`config.mk`:
```
export PLATFORM = sky130hd
export DESIGN_NAME = ddr_cmd_seq
export DESIGN_NICKNAME = d
export VERILOG_FILES = /design/src/rtl/ddrseq_pkg.sv /design/src/rtl/ddrseq_cnt.sv /design/src/rtl/ddrseq_bank.sv /design/src/rtl/ddrseq_mode.sv /design/src/rtl/ddr_cmd_seq.sv
export SDC_FILE = /design/constraint.sdc
export NUM_CORES = 1
export LEC_CHECK = 0
export BUFFER_PORTS_ARGS = -buffer_cell sky130_fd_sc_hd__buf_2
export CAP_MARGIN = 20
export CORE_ASPECT_RATIO = 0.8
export CORE_MARGIN = 4
export CORE_UTILIZATION = 55
export DETAILED_ROUTE_END_ITERATION = 6
export MAX_ROUTING_LAYER = met4
export PLACE_DENSITY = 0.76
export SYNTH_ARGS = -nofsm -noshare
export SYNTH_HDL_FRONTEND = slang
export SYNTH_SLANG_ARGS = --single-unit
```
`constraint.sdc`:
```
create_clock -name clk -period 11 [get_ports clk]
set_clock_uncertainty 0.15 [all_clocks]
set_input_delay 1.1 -clock clk [delete_from_list [all_inputs] [get_ports clk]]
set_output_delay 1.1 -clock clk [all_outputs]
set_load 0.03 [all_outputs]
```
`src/rtl/ddrseq_pkg.sv`:
```
package ddrseq_pkg;

  typedef enum logic [3:0] {
    OP_LMR  = 4'd0, OP_ACT  = 4'd1, OP_RD   = 4'd2, OP_WR   = 4'd3,
    OP_PRE  = 4'd4, OP_REF  = 4'd5, OP_BST  = 4'd6, OP_SREF = 4'd7,
    OP_PDN  = 4'd8, OP_WAKE = 4'd9
  } op_e;

  typedef enum logic [2:0] {
    ST_PWR_LOW, ST_PWR_NOP, ST_RUN, ST_SELF, ST_DOWN
  } st_e;

  // {cs_n, ras_n, cas_n, we_n}
  localparam logic [3:0] PIN_NOP   = 4'b0111;
  localparam logic [3:0] PIN_ACT   = 4'b0011;
  localparam logic [3:0] PIN_RD    = 4'b0101;
  localparam logic [3:0] PIN_WR    = 4'b0100;
  localparam logic [3:0] PIN_PRE   = 4'b0010;
  localparam logic [3:0] PIN_REF   = 4'b0001;
  localparam logic [3:0] PIN_LMR   = 4'b0000;
  localparam logic [3:0] PIN_BST   = 4'b0110;
  localparam logic [3:0] PIN_DESEL = 4'b1111;

  // Round a picosecond span up to whole clocks, never below one.
  function automatic int ps2cyc(int t_ps, int tck_ps);
    int c;
    c = (t_ps + tck_ps - 1) / tck_ps;
    return (c < 1) ? 1 : c;
  endfunction

endpackage

```
`src/rtl/ddrseq_cnt.sv`:
```
module ddrseq_cnt #(
  parameter int W = 8
) (
  input  logic         clk,
  input  logic         rst_n,
  input  logic         load,
  input  logic [W-1:0] gap,
  output logic         zero
);
  logic [W-1:0] cnt_q, cnt_d, dec;

  // A load never shortens a wait already running.
  always_comb begin
    dec   = (cnt_q == '0) ? '0 : cnt_q - 1'b1;
    cnt_d = dec;
    if (load && (gap != '0) && ((gap - 1'b1) > dec)) cnt_d = gap - 1'b1;
  end

  always_ff @(posedge clk or negedge rst_n) begin
    if (!rst_n) cnt_q <= '0;
    else        cnt_q <= cnt_d;
  end

  assign zero = (cnt_q == '0);

  p_gap_hold_r7: assert property (@(posedge clk) disable iff (!rst_n)
    (load && gap > 1) |=> !zero);
endmodule

```
`src/rtl/ddrseq_bank.sv`:
```
module ddrseq_bank #(
  parameter int W    = 8,
  parameter int TRC  = 7,
  parameter int TRP  = 2,
  parameter int TRAS = 5,
  parameter int TRCD = 2,
  parameter int TWR  = 2
) (
  input  logic         clk,
  input  logic         rst_n,
  input  logic         act_go,
  input  logic         rw_go,
  input  logic         wr,
  input  logic         ap,
  input  logic         pre_go,
  input  logic [W-1:0] bl_half,
  output logic         is_open,
  output logic         act_ok,
  output logic         rw_ok,
  output logic         pre_ok
);
  logic         open_d;
  logic         act_ld, pre_ld;
  logic [W-1:0] act_gap, pre_gap;
  logic         act_z, pre_z, rcd_z;

  always_comb begin
    open_d  = is_open;
    act_ld  = act_go | pre_go | (rw_go & ap);
    act_gap = W'(TRC);
    pre_ld  = act_go | (rw_go & wr & ~ap);
    pre_gap = W'(TRAS);
    if (act_go) open_d = 1'b1;
    if (pre_go) begin
      open_d  = 1'b0;
      act_gap = W'(TRP);
    end
    if (rw_go && ap) begin
      open_d  = 1'b0;
      act_gap = bl_half + W'(TWR + TRP + 1);
    end
    if (rw_go && wr && !ap) pre_gap = bl_half + W'(TWR + 1);
  end

  always_ff @(posedge clk or negedge rst_n) begin
    if (!rst_n) is_open <= 1'b0;
    else        is_open <= open_d;
  end

  ddrseq_cnt #(.W(W)) u_act (.clk(clk), .rst_n(rst_n), .load(act_ld),
                             .gap(act_gap), .zero(act_z));
  ddrseq_cnt #(.W(W)) u_pre (.clk(clk), .rst_n(rst_n), .load(pre_ld),
                             .gap(pre_gap), .zero(pre_z));
  ddrseq_cnt #(.W(W)) u_rcd (.clk(clk), .rst_n(rst_n), .load(act_go),
                             .gap(W'(TRCD)), .zero(rcd_z));

  assign act_ok = !is_open && act_z;
  assign rw_ok  = is_open && rcd_z;
  assign pre_ok = pre_z;

  p_rw_open_r10: assert property (@(posedge clk) disable iff (!rst_n)
    rw_go |-> is_open);
  p_act_closed_r10: assert property (@(posedge clk) disable iff (!rst_n)
    act_go |-> !is_open);
  p_rcd_wait_r6: assert property (@(posedge clk) disable iff (!rst_n)
    (TRCD > 1 && act_go) |=> !rw_ok);
endmodule

```
`src/rtl/ddrseq_mode.sv`:
```
module ddrseq_mode #(
  parameter int ADDR_W = 13,
  parameter int BA_W   = 2
) (
  input  logic              clk,
  input  logic              rst_n,
  input  logic              lmr_go,
  input  logic [BA_W-1:0]   sel,
  input  logic [ADDR_W-1:0] val,
  output logic [7:0]        bl,
  output logic              bo,
  output logic [2:0]        cl,
  output logic [ADDR_W-1:0] ext_q
);
  logic [ADDR_W-1:0] base_q;
  logic              base_en, ext_en;

  assign base_en = lmr_go && (sel == BA_W'(0));
  assign ext_en  = lmr_go && (sel == BA_W'(1));

  always_ff @(posedge clk or negedge rst_n) begin
    if (!rst_n) begin
      base_q <= '0;
      ext_q  <= '0;
    end else begin
      if (base_en) base_q <= val;
      if (ext_en)  ext_q  <= val;
    end
  end

  assign bl = 8'd1 << base_q[2:0];
  assign bo = base_q[3];
  assign cl = base_q[6:4];

  p_ext_keeps_base_r5: assert property (@(posedge clk) disable iff (!rst_n)
    ext_en |=> $stable(bl) && $stable(cl) && $stable(bo));
endmodule

```
`src/rtl/ddr_cmd_seq.sv`:
```
module ddr_cmd_seq
  import ddrseq_pkg::*;
#(
  parameter int TCK_PS     = 8000,
  parameter int T_MRD_PS   = 12000,
  parameter int T_RAS_PS   = 40000,
  parameter int T_RC_PS    = 55000,
  parameter int T_RFC_PS   = 72000,
  parameter int T_RCD_PS   = 15000,
  parameter int T_RP_PS    = 15000,
  parameter int T_RRD_PS   = 10000,
  parameter int T_WR_PS    = 15000,
  parameter int T_INIT_PS  = 400000,
  parameter int PU_CKE_CYC = 10,
  parameter int BA_W       = 2,
  parameter int ADDR_W     = 13,
  parameter int COL_W      = 11,
  parameter int CNT_W      = 8
) (
  input  logic              clk,
  input  logic              rst_n,
  input  logic              req_valid,
  output logic              req_ready,
  input  logic [3:0]        req_op,
  input  logic [BA_W-1:0]   req_bank,
  input  logic [ADDR_W-1:0] req_addr,
  input  logic [COL_W-1:0]  req_col,
  input  logic              req_ap,
  output logic              err,
  output logic              init_done,
  output logic              ddr_cke,
  output logic              ddr_cs_n,
  output logic              ddr_ras_n,
  output logic              ddr_cas_n,
  output logic              ddr_we_n,
  output logic [BA_W-1:0]   ddr_ba,
  output logic [ADDR_W-1:0] ddr_a,
  output logic [7:0]        burst_len,
  output logic              burst_order,
  output logic [2:0]        cas_lat,
  output logic [ADDR_W-1:0] ext_mode
);
  localparam int NBANK  = 1 << BA_W;
  localparam int TMRD_C = ps2cyc(T_MRD_PS, TCK_PS);
  localparam int TRAS_C = ps2cyc(T_RAS_PS, TCK_PS);
  localparam int TRC_C  = ps2cyc(T_RC_PS,  TCK_PS);
  localparam int TRFC_C = ps2cyc(T_RFC_PS, TCK_PS);
  localparam int TRCD_C = ps2cyc(T_RCD_PS, TCK_PS);
  localparam int TRP_C  = ps2cyc(T_RP_PS,  TCK_PS);
  localparam int TRRD_C = ps2cyc(T_RRD_PS, TCK_PS);
  localparam int TWR_C  = ps2cyc(T_WR_PS,  TCK_PS);
  localparam int INIT_C = ps2cyc(T_INIT_PS, TCK_PS);
  localparam int PU_MAX = (PU_CKE_CYC > INIT_C) ? PU_CKE_CYC : INIT_C;
  localparam int PW     = $clog2(PU_MAX + 1);

  op_e               op;
  st_e               state_q, state_d;
  logic [PW-1:0]     pu_q, pu_d;
  logic [3:0]        pins_q, pins_d;
  logic [BA_W-1:0]   ba_d;
  logic [ADDR_W-1:0] a_d, col_addr;
  logic              cke_d, err_d, go_ok, bad, take, rej;
  logic              g_zero, rrd_zero, g_load;
  logic [CNT_W-1:0]  g_gap, bl_half;
  logic [NBANK-1:0]  open_v, act_ok_v, rw_ok_v, pre_ok_v;
  logic [NBANK-1:0]  act_go_v, rw_go_v, pre_go_v;
  logic              any_open, low_pwr;

  assign op       = op_e'(req_op);
  assign any_open = |open_v;
  assign low_pwr  = (state_q == ST_SELF) || (state_q == ST_DOWN);
  assign bl_half  = CNT_W'(burst_len[7:1]);

  // Legality of the pending request in the current state.
  always_comb begin
    go_ok = 1'b0;
    bad   = 1'b0;
    if (state_q == ST_RUN) begin
      case (op)
        OP_LMR, OP_REF, OP_SREF:
          if (any_open) bad = 1'b1;
          else          go_ok = g_zero && (&act_ok_v);
        OP_ACT:
          if (open_v[req_bank]) bad = 1'b1;
          else go_ok = g_zero && rrd_zero && act_ok_v[req_bank];
        OP_RD, OP_WR:
          if (!open_v[req_bank]) bad = 1'b1;
          else go_ok = g_zero && rw_ok_v[req_bank];
        OP_PRE:  go_ok = g_zero && (req_ap ? (&pre_ok_v) : pre_ok_v[req_bank]);
        OP_BST, OP_PDN: go_ok = g_zero;
        default: bad = 1'b1;
      endcase
    end else if (low_pwr) begin
      if (op == OP_WAKE) go_ok = 1'b1;
      else               bad   = 1'b1;
    end
  end

  assign req_ready = go_ok | bad;
  assign take      = req_valid & go_ok;
  assign rej       = req_valid & bad;

  // Column split around the auto-precharge bit.
  always_comb begin
    col_addr       = '0;
    col_addr[9:0]  = req_col[9:0];
    col_addr[10]   = req_ap;
    for (int i = 10; i < COL_W; i++) col_addr[i+1] = req_col[i];
  end

  // Next state and pin values.
  always_comb begin
    state_d = state_q;
    pu_d    = pu_q;
    pins_d  = low_pwr ? PIN_DESEL : PIN_NOP;
    ba_d    = '0;
    a_d     = '0;
    err_d   = rej;
    case (state_q)
      ST_PWR_LOW:
        if (pu_q == '0) begin
          state_d = ST_PWR_NOP;
          pu_d    = PW'(INIT_C - 1);
        end else pu_d = pu_q - 1'b1;
      ST_PWR_NOP:
        if (pu_q == '0) state_d = ST_RUN;
        else            pu_d = pu_q - 1'b1;
      default: ;
    endcase
    if (take) begin
      case (op)
        OP_LMR:  begin pins_d = PIN_LMR; ba_d = req_bank; a_d = req_addr; end
        OP_ACT:  begin pins_d = PIN_ACT; ba_d = req_bank; a_d = req_addr; end
        OP_RD:   begin pins_d = PIN_RD;  ba_d = req_bank; a_d = col_addr; end
        OP_WR:   begin pins_d = PIN_WR;  ba_d = req_bank; a_d = col_addr; end
        OP_PRE:  begin
          pins_d = PIN_PRE;
          ba_d   = req_ap ? '0 : req_bank;
          a_d[10] = req_ap;
        end
        OP_REF:  pins_d = PIN_REF;
        OP_BST:  pins_d = PIN_BST;
        OP_SREF: begin pins_d = PIN_REF;   state_d = ST_SELF; end
        OP_PDN:  begin pins_d = PIN_DESEL; state_d = ST_DOWN; end
        OP_WAKE: begin pins_d = PIN_NOP;   state_d = ST_RUN;  end
        default: ;
      endcase
    end
    cke_d = !((state_d == ST_PWR_LOW) || (state_d == ST_SELF) ||
              (state_d == ST_DOWN));
  end

  always_ff @(posedge clk or negedge rst_n) begin
    if (!rst_n) begin
      state_q <= ST_PWR_LOW;
      pu_q    <= PW'(PU_CKE_CYC - 1);
      pins_q  <= PIN_NOP;
      ddr_ba  <= '0;
      ddr_a   <= '0;
      ddr_cke <= 1'b0;
      err     <= 1'b0;
    end else begin
      state_q <= state_d;
      pu_q    <= pu_d;
      pins_q  <= pins_d;
      ddr_ba  <= ba_d;
      ddr_a   <= a_d;
      ddr_cke <= cke_d;
      err     <= err_d;
    end
  end

  assign {ddr_cs_n, ddr_ras_n, ddr_cas_n, ddr_we_n} = pins_q;
  assign init_done = (state_q != ST_PWR_LOW) && (state_q != ST_PWR_NOP);

  // Global spacing: load-mode, refresh, wake from self-refresh.
  assign g_load = take && ((op == OP_LMR) || (op == OP_REF) ||
                           ((op == OP_WAKE) && (state_q == ST_SELF)));
  assign g_gap  = (op == OP_LMR) ? CNT_W'(TMRD_C) : CNT_W'(TRFC_C);

  ddrseq_cnt #(.W(CNT_W)) u_glob (.clk(clk), .rst_n(rst_n), .load(g_load),
                                  .gap(g_gap), .zero(g_zero));
  ddrseq_cnt #(.W(CNT_W)) u_rrd (.clk(clk), .rst_n(rst_n),
                                 .load(take && (op == OP_ACT)),
                                 .gap(CNT_W'(TRRD_C)), .zero(rrd_zero));

  for (genvar b = 0; b < NBANK; b++) begin : g_bank
    assign act_go_v[b] = take && (op == OP_ACT) && (req_bank == BA_W'(b));
    assign rw_go_v[b]  = take && ((op == OP_RD) || (op == OP_WR)) &&
                         (req_bank == BA_W'(b));
    assign pre_go_v[b] = take && (op == OP_PRE) &&
                         (req_ap || (req_bank == BA_W'(b)));
    ddrseq_bank #(.W(CNT_W), .TRC(TRC_C), .TRP(TRP_C), .TRAS(TRAS_C),
                  .TRCD(TRCD_C), .TWR(TWR_C)) u_bank (
      .clk(clk), .rst_n(rst_n), .act_go(act_go_v[b]), .rw_go(rw_go_v[b]),
      .wr(op == OP_WR), .ap(req_ap), .pre_go(pre_go_v[b]),
      .bl_half(bl_half), .is_open(open_v[b]), .act_ok(act_ok_v[b]),
      .rw_ok(rw_ok_v[b]), .pre_ok(pre_ok_v[b]));
  end

  ddrseq_mode #(.ADDR_W(ADDR_W), .BA_W(BA_W)) u_mode (
    .clk(clk), .rst_n(rst_n), .lmr_go(take && (op == OP_LMR)),
    .sel(req_bank), .val(req_addr), .bl(burst_len), .bo(burst_order),
    .cl(cas_lat), .ext_q(ext_mode));

  p_not_ready_r1: assert property (@(posedge clk) disable iff (!rst_n)
    !init_done |-> !req_ready);
  p_err_quiet_r10: assert property (@(posedge clk) disable iff (!rst_n)
    err |-> (ddr_ras_n && ddr_cas_n && ddr_we_n));
  p_mrd_gap_r9: assert property (@(posedge clk) disable iff (!rst_n)
    (TMRD_C > 1 && pins_q == PIN_LMR) |=> (ddr_ras_n && ddr_cas_n && ddr_we_n));
  p_sref_cke_r11: assert property (@(posedge clk) disable iff (!rst_n)
    (pins_q == PIN_REF && !ddr_cke) |=> !ddr_cke);
endmodule

```
## After elaboration in Yosys (flattened, before gate mapping)

Cells that the tools add are included.

- Reductions and logical operators: 131
- $add $sub $neg: 26
- Bitwise logic cells: 28
- Equal/unequal tests: 20
- Multiplexer cells: 94
- Shift operators: 1
- Magnitude comparators: 15

Operators with widths:

| cell | count |
|---|---|
| $mux 8 | 36 |
| $sub 8x1->8 const B | 22 |
| $logic_not 8->1 | 14 |
| $gt 8x8->1 | 9 |
| $reduce_bool 8->1 | 9 |
| $logic_and 1x1->1 | 69 |
| $gt 1x8->1 const A | 5 |
| $pmux 4 s9 | 1 |
| $mux 1 | 29 |
| $mux 3 | 7 |
| $pmux 10 s2 | 1 |
| $eq 4x3->1 const B | 4 |
| $reduce_bool 3->1 | 5 |
| $and 1x1->1 | 14 |
| $mux 13 | 1 |
| $or 1x1->1 | 13 |
| $mux 4 | 3 |
| $mux 6 | 2 |
| $pmux 6 s2 | 1 |
| $logic_or 1x1->1 | 10 |
| $eq 3x2->1 const B | 3 |
| $pmux 3 s3 | 1 |
| $reduce_or 3->1 | 3 |
| $add 7x2->8 const B | 1 |
| other kinds (32) | 52 |

- Output and inout port bits: 48
- Flip-flop bits (word level): 166
- Input bits: 34
- Logic and storage cells: 342

## Depth between registers and ports, before layout

- Depth after elaboration: 18
- Depth in mapped cells: 25
- Mapped depth without buffers: 21

## Hierarchy

A second synthesis with hierarchy kept.

- Cells, all modules: 1775
- Area total of the unflattened synthesis: 15916.5 sq um

Modules (own cells, without submodules):

| module | sequential area each (sq um) | times used | cells an instance | area each (sq um) |
|---|---|---|---|---|
| ddrseq_cnt (g_bank[0].u_bank.u_act ...) | 200.2 | 13 | 90 | 827.0 |
| ddr_cmd_seq | 757.0 | 1 | 205 | 1885.6 |
| ddrseq_bank | 25.0 | 4 | 63 | 394.1 |
| ddrseq_mode | 500.5 | 1 | 56 | 863.3 |
| ddrseq_cnt (g_bank[0].u_bank.u_rcd) | 200.2 | 1 | 92 | 839.6 |

## Least setup slack after synthesis

Ideal clock, no wire load.

- Path kind: input port to flip-flop
- From: input port req_op[0]
- To: register g_bank[2].u_bank.u_act.cnt_q[0]
- Cell stages on the path: 21
- Data required time: 10.725 ns
- Slack: 5.145 ns
- Arrival: 5.580 ns
- Setup time: 0.125 ns
- Path buffers: 4
- Cells stage by stage: buf_2 > or4b_2 > nor4_1 > nand3b_1 > o32a_1 > a31o_4 > clkbuf_1 > clkbuf_1 > nor3_1 > ha_1 > nand2_1 > and3_1 > o21ai_0 > inv_1 > ha_1 > nand3_1 > o31ai_1 > and3_1 > and2_1 > buf_2 > mux2_2

- Longest elaborated chain between the ends: 13
- Elaborated cells between the ends (all ways): 37
- Classes of those cells: 1 x add/sub; 1 x order compare; 9 x eq/ne; 7 x mux; 4 x bitwise; 15 x reduce/logical

RTL lines:

| what | line | text |
|---|---|---|
| start: declaration | ddr_cmd_seq.sv:24 | `input logic [3:0] req_op,` |
| $eq 4x3->1 (tied with other cells) | ddr_cmd_seq.sv:79 | `case (op)` |
| $reduce_or 3->1 (tied with other cells) | ddr_cmd_seq.sv:79 |  |
| $pmux 1 s5 / $mux 1 (equally long branches) | ddr_cmd_seq.sv:79, ddr_cmd_seq.sv:93 |  |
| $mux 1 | ddr_cmd_seq.sv:78 | `if (state_q == ST_RUN) begin` |
| $and 1x1->1 | ddr_cmd_seq.sv:100 | `assign take = req_valid & go_ok;` |
| $logic_and 1x1->1 (on tied branches) (2 in a row) | ddr_cmd_seq.sv:191, ddr_cmd_seq.sv:189 |  |
| $mux 3 / $logic_and 1x1->1 (equally long branches) | ddrseq_bank.sv:34, ddrseq_bank.sv:38 |  |
| $mux 8 | ddrseq_bank.sv:38 | `if (rw_go && ap) begin` |
| $sub 8x1->8 / $reduce_bool 8->1 (equally long branches) | ddrseq_cnt.sv:16 | `if (load && (gap != '0) && ((gap - 1'b1) > dec)) cnt_d = gap - 1'b1;` |
| $gt 8x8->1 / $logic_and 1x1->1 (equally long branches) | ddrseq_cnt.sv:16 |  |
| $logic_and 1x1->1 | ddrseq_cnt.sv:16 |  |
| $mux 8 * | ddrseq_cnt.sv:16 |  |
| via g_bank[2].u_bank.u_act.cnt_d[0] | ddrseq_cnt.sv:10 | `logic [W-1:0] cnt_q, cnt_d, dec;` |
| end signal: assignment | ddrseq_cnt.sv:21 | `else cnt_q <= cnt_d;` |
| end: declaration | ddrseq_cnt.sv:10 |  |

Mark *: on every way through the listed nets, which the timed path passes. The rest lies on a longest branch.
A chain may end at the register's enable or synchronous reset.

## Worst setup path after layout

- From: input port req_op[1]
- To: register g_bank[1].u_bank.u_act.cnt_q[0]

- Longest elaborated chain between the ends: 13
- Elaborated cells between the ends (all ways): 37
- Classes of those cells: 1 x add/sub; 1 x order compare; 9 x eq/ne; 7 x mux; 4 x bitwise; 15 x reduce/logical

RTL lines:

| what | line |
|---|---|
| $eq 4x3->1 (tied with other cells) | ddr_cmd_seq.sv:79 |
| $reduce_or 3->1 (tied with other cells) | ddr_cmd_seq.sv:79 |
| $pmux 1 s5 / $mux 1 (equally long branches) | ddr_cmd_seq.sv:79, ddr_cmd_seq.sv:93 |
| $mux 1 | ddr_cmd_seq.sv:78 |
| $and 1x1->1 | ddr_cmd_seq.sv:100 |
| $logic_and 1x1->1 (on tied branches) (2 in a row) | ddr_cmd_seq.sv:191, ddr_cmd_seq.sv:189 |
| $mux 3 / $logic_and 1x1->1 (equally long branches) | ddrseq_bank.sv:34, ddrseq_bank.sv:38 |
| $mux 8 | ddrseq_bank.sv:38 |
| $sub 8x1->8 / $reduce_bool 8->1 (equally long branches) | ddrseq_cnt.sv:16 |
| $gt 8x8->1 / $logic_and 1x1->1 (equally long branches) | ddrseq_cnt.sv:16 |
| $logic_and 1x1->1 | ddrseq_cnt.sv:16 |
| $mux 8 * | ddrseq_cnt.sv:16 |
| via g_bank[1].u_bank.u_act.cnt_d[0] | ddrseq_cnt.sv:10 |
| end signal: assignment | ddrseq_cnt.sv:21 |
| end: declaration | ddrseq_cnt.sv:10 |

Marked as above.

==> results.md <==
- Clk_lat worst skew: 0.45 ns
- Clock slew at reported path FFs: about 0.070 ns
- Final setup fails: 0
- Crit Path Category: in -> reg
- CTS tree: built
- Hold Vio Cnt, Final: 0
- Yosys top cell by area: dfrtp_1
- First-pass GRT wire length: 50200 um
- Core Box Area: 21600 um^2
- Fin crit period: 6.29 ns
- Slowest stage delay, CP: 0.82 ns
- Initial antenna violation count: 0
- CP delay by family, top: simple AND/OR/NAND/NOR gates
- Ant. Diodes: 0
- Rel. slew slack: 29.6%
- Status: finished clean
- Initial DRC count: 880
- DP HPWL: 22600 um
- Post-synth ARST share: 100%
- Vias in the first global route: roughly 10000
- Post-synth EDFFs: 0
- VDD IR max: 128 uV
- Iteration count of the initial detailed-routing pass: 6
- Placer congestion estimate: 0.956
- Setup repair bufs after CTS: 0
- Yosys top cell area share: 33.5%
- Resize count post-CTS: 0
- Maxcap violations: 0
- Cells after Synth: 1343
- Startpoint Class: input pin
- Clk sinks: 166
- P per Cell Area: 146 nW/um^2
- Ys Warns: 0
- Vias per cell: 6.05
- Max clock buf depth: 2
- Layout fillers: 1810
- Vias: 10200
- Flip-flop and latch area: 4160 um^2
- IO Count: a little over 80
- Post-synthesis sequential area ratio: 34.5%
- Final Cycle Share: 57.2%
- Vert. Die Dim: roughly 140 um
- Crit-path most repeated cell: ha_1
- GRT overflow: 0
- Share of cells above drive strength 1: 14.2%
- Synth-to-Final Area Change: 9.92%
- Synthesized area per cell: 8.97 um^2
- Root Driver: clkbuf_16
- Fmax: approximately 160 MHz
- Post-Layout Cell Count: between 1500 and 2000
- Initial Util: approximately 56%
- Nets@finish: around 1500
- Largest cells by area after synthesis: dfrtp_1 33%, ha_1 11%, mux2i_1 5.8%
- Post-synth cell types: 81
- Crit-path cells: buf_2, or4b_2, nor4_1, nand3b_1, o32a_1, a31o_4, nor3_1, ha_1, nand2_1, and3_1, o21ai_0, inv_1, ha_1, nand4_1, a21oi_1, a211oi_1, a311oi_1, nand3_2, mux2_2
- Yosys reg bits: 166
- Critical Path RT: 11.18 ns
- Routed len/inst: 17.8 um
- Setup tns final: 0 ns
- Placed cells: 1659
- Largest net degree at the start of global routing: 65
- Netlist Area Pre-Place: approximately 12000 um^2
- Worst hold-check path type: reg -> reg
- Leakage power: 6.49 nW
- Final Max Tran Viols: 0
- CP max-delay cell: or4b_2
- Syn_nets: 1487
- Gr usage total: 25.8%
- Cell with the most instances after synthesis: dfrtp_1
- Multi-input logic area: slightly above 7000 um^2
- Arrival @ worst endpoint: 6.46 ns
- WHS: about 0.35 ns
- Worst-Margin Slew: 1.04 ns
- # hold bufs at CTS: 0
- Chip width: ~170 um
- ANT nets after route: 0
- Buffers on Ports: 81
- Worst path bufs/invs: 2
- Most frequent cells after synthesis: 161 x dfrtp_1, 133 x nor2_1, 114 x inv_1, 110 x ha_1, 103 x nand2_1
- # rows: 48
- CTS buffer count: 17
- H-tree depth: 4
- Residual DRC count: 0
- Post-Route WL: 30100 um
- Die Area: 24300 um^2
- Crit-path max FO: 33
- Unrepaired setup endpoints after global routing: false
- Main flop type after synthesis: dfrtp_1
- Power Total: 1.94 mW
- Crit end category: flop
==> layout make-up <==
type / count / share of cell area (%)
Inverter: 114 / 3.23
Clock buffer: 20 / 3.30
Timing Repair Buffer: 90 / 3.62
Clock inverter: 12 / 1.10
Sequential cell: 166 / 31.4
Multi-Input combinational cell: 1014 / 54.7
Tap cell: 275 / 2.60
==> per-layer routing <==
metal | up-vias | routed length, um | track usage (%)
li1 | 4879 | - | -
met1 | 4937 | 13400 | 33.6
met2 | 359 | 14100 | 40.8
met3 | 54 | 2050 | 5.29
met4 | 0 | 592 | 7.85
met5 | - | 0 | -
==> power breakdown <==
part,switching (mW),internal (mW)
clock,0.266,0.339
combinational,0.288,0.209
sequential,0.110,0.727
total,0.664,1.28
==> flip-flops by register name, summed over array words and instances (netlist names) <==
signal,count
pu_q,6
g_bank.u_bank.is_open,4
u_glob.cnt_q,8
ddr_a,13
ddr_cke,1
state_q,3
u_rrd.cnt_q,8
g_bank.u_bank.u_rcd.cnt_q,32
g_bank.u_bank.u_act.cnt_q,32
ddr_ba,2
g_bank.u_bank.u_pre.cnt_q,32
u_mode.ext_q,13
u_mode.base_q,7
pins_q,4
err,1
==> cells in the final DEF, fill, tap and decap left out, drive strengths merged, types with 11 or more instances in the layout <==
cell type  count
xor2          36
nor3b         13
buf           90
o211ai        11
nand3         52
nand4         12
xnor2         23
or3           16
and3          16
o21ai         39
dfrtp        161
nand2        104
o31ai         11
mux2i         70
nor2         133
a21oi         62
a21o          21
nor2b         18
clkbuf        20
nor3          61
nand2b        18
mux2          43
ha           110
nor4          17
a31oi         12
inv          118
==> metrics by stage <==
stage | setup WS, ns | utilization, % | cell area, um^2
floorplan | 5.15 | - | 12000
global placement | 4.67 | 58.7 | 12700
detailed placement | 4.39 | 58.7 | 12700
CTS | 4.81 | 61.4 | 13200
global route | 4.44 | 61.4 | 13200
finish | 4.71 | 61.4 | 13200
==> kinds of logic after synthesis <==
logic type	count (synthesis)	share of synthesized area, %
mux	114	10.0
simple gates	521	22.8
xor+xnor	59	4.29
flops	166	34.5
fa+ha+maj	110	11.4
compound gates	210	11.5
buf+inv	163	5.37
==> worst paths after layout <==
check	start	endpoint	slack, ns	cells after the start
min reg2reg	u_mode.ext_q[5]$_DFFE_PN0P_	u_mode.ext_q[5]$_DFFE_PN0P_	0.35	1
max	req_op[1]	g_bank[1].u_bank.u_act.cnt_q[0]$_DFF_PN0_	4.71	19
min	u_mode.ext_q[5]$_DFFE_PN0P_	u_mode.ext_q[5]$_DFFE_PN0P_	0.35	1
max reg2reg	g_bank[0].u_bank.u_pre.cnt_q[4]$_DFF_PN0_	g_bank[1].u_bank.u_act.cnt_q[0]$_DFF_PN0_	5.02	18
max in group asynchronous	rst_n	g_bank[3].u_bank.u_rcd.cnt_q[3]$_DFF_PN0_	8.39	3
min in group asynchronous	rst_n	g_bank[0].u_bank.u_rcd.cnt_q[3]$_DFF_PN0_	0.46	1
No activity file was read; power rests on OpenSTA's default activity.
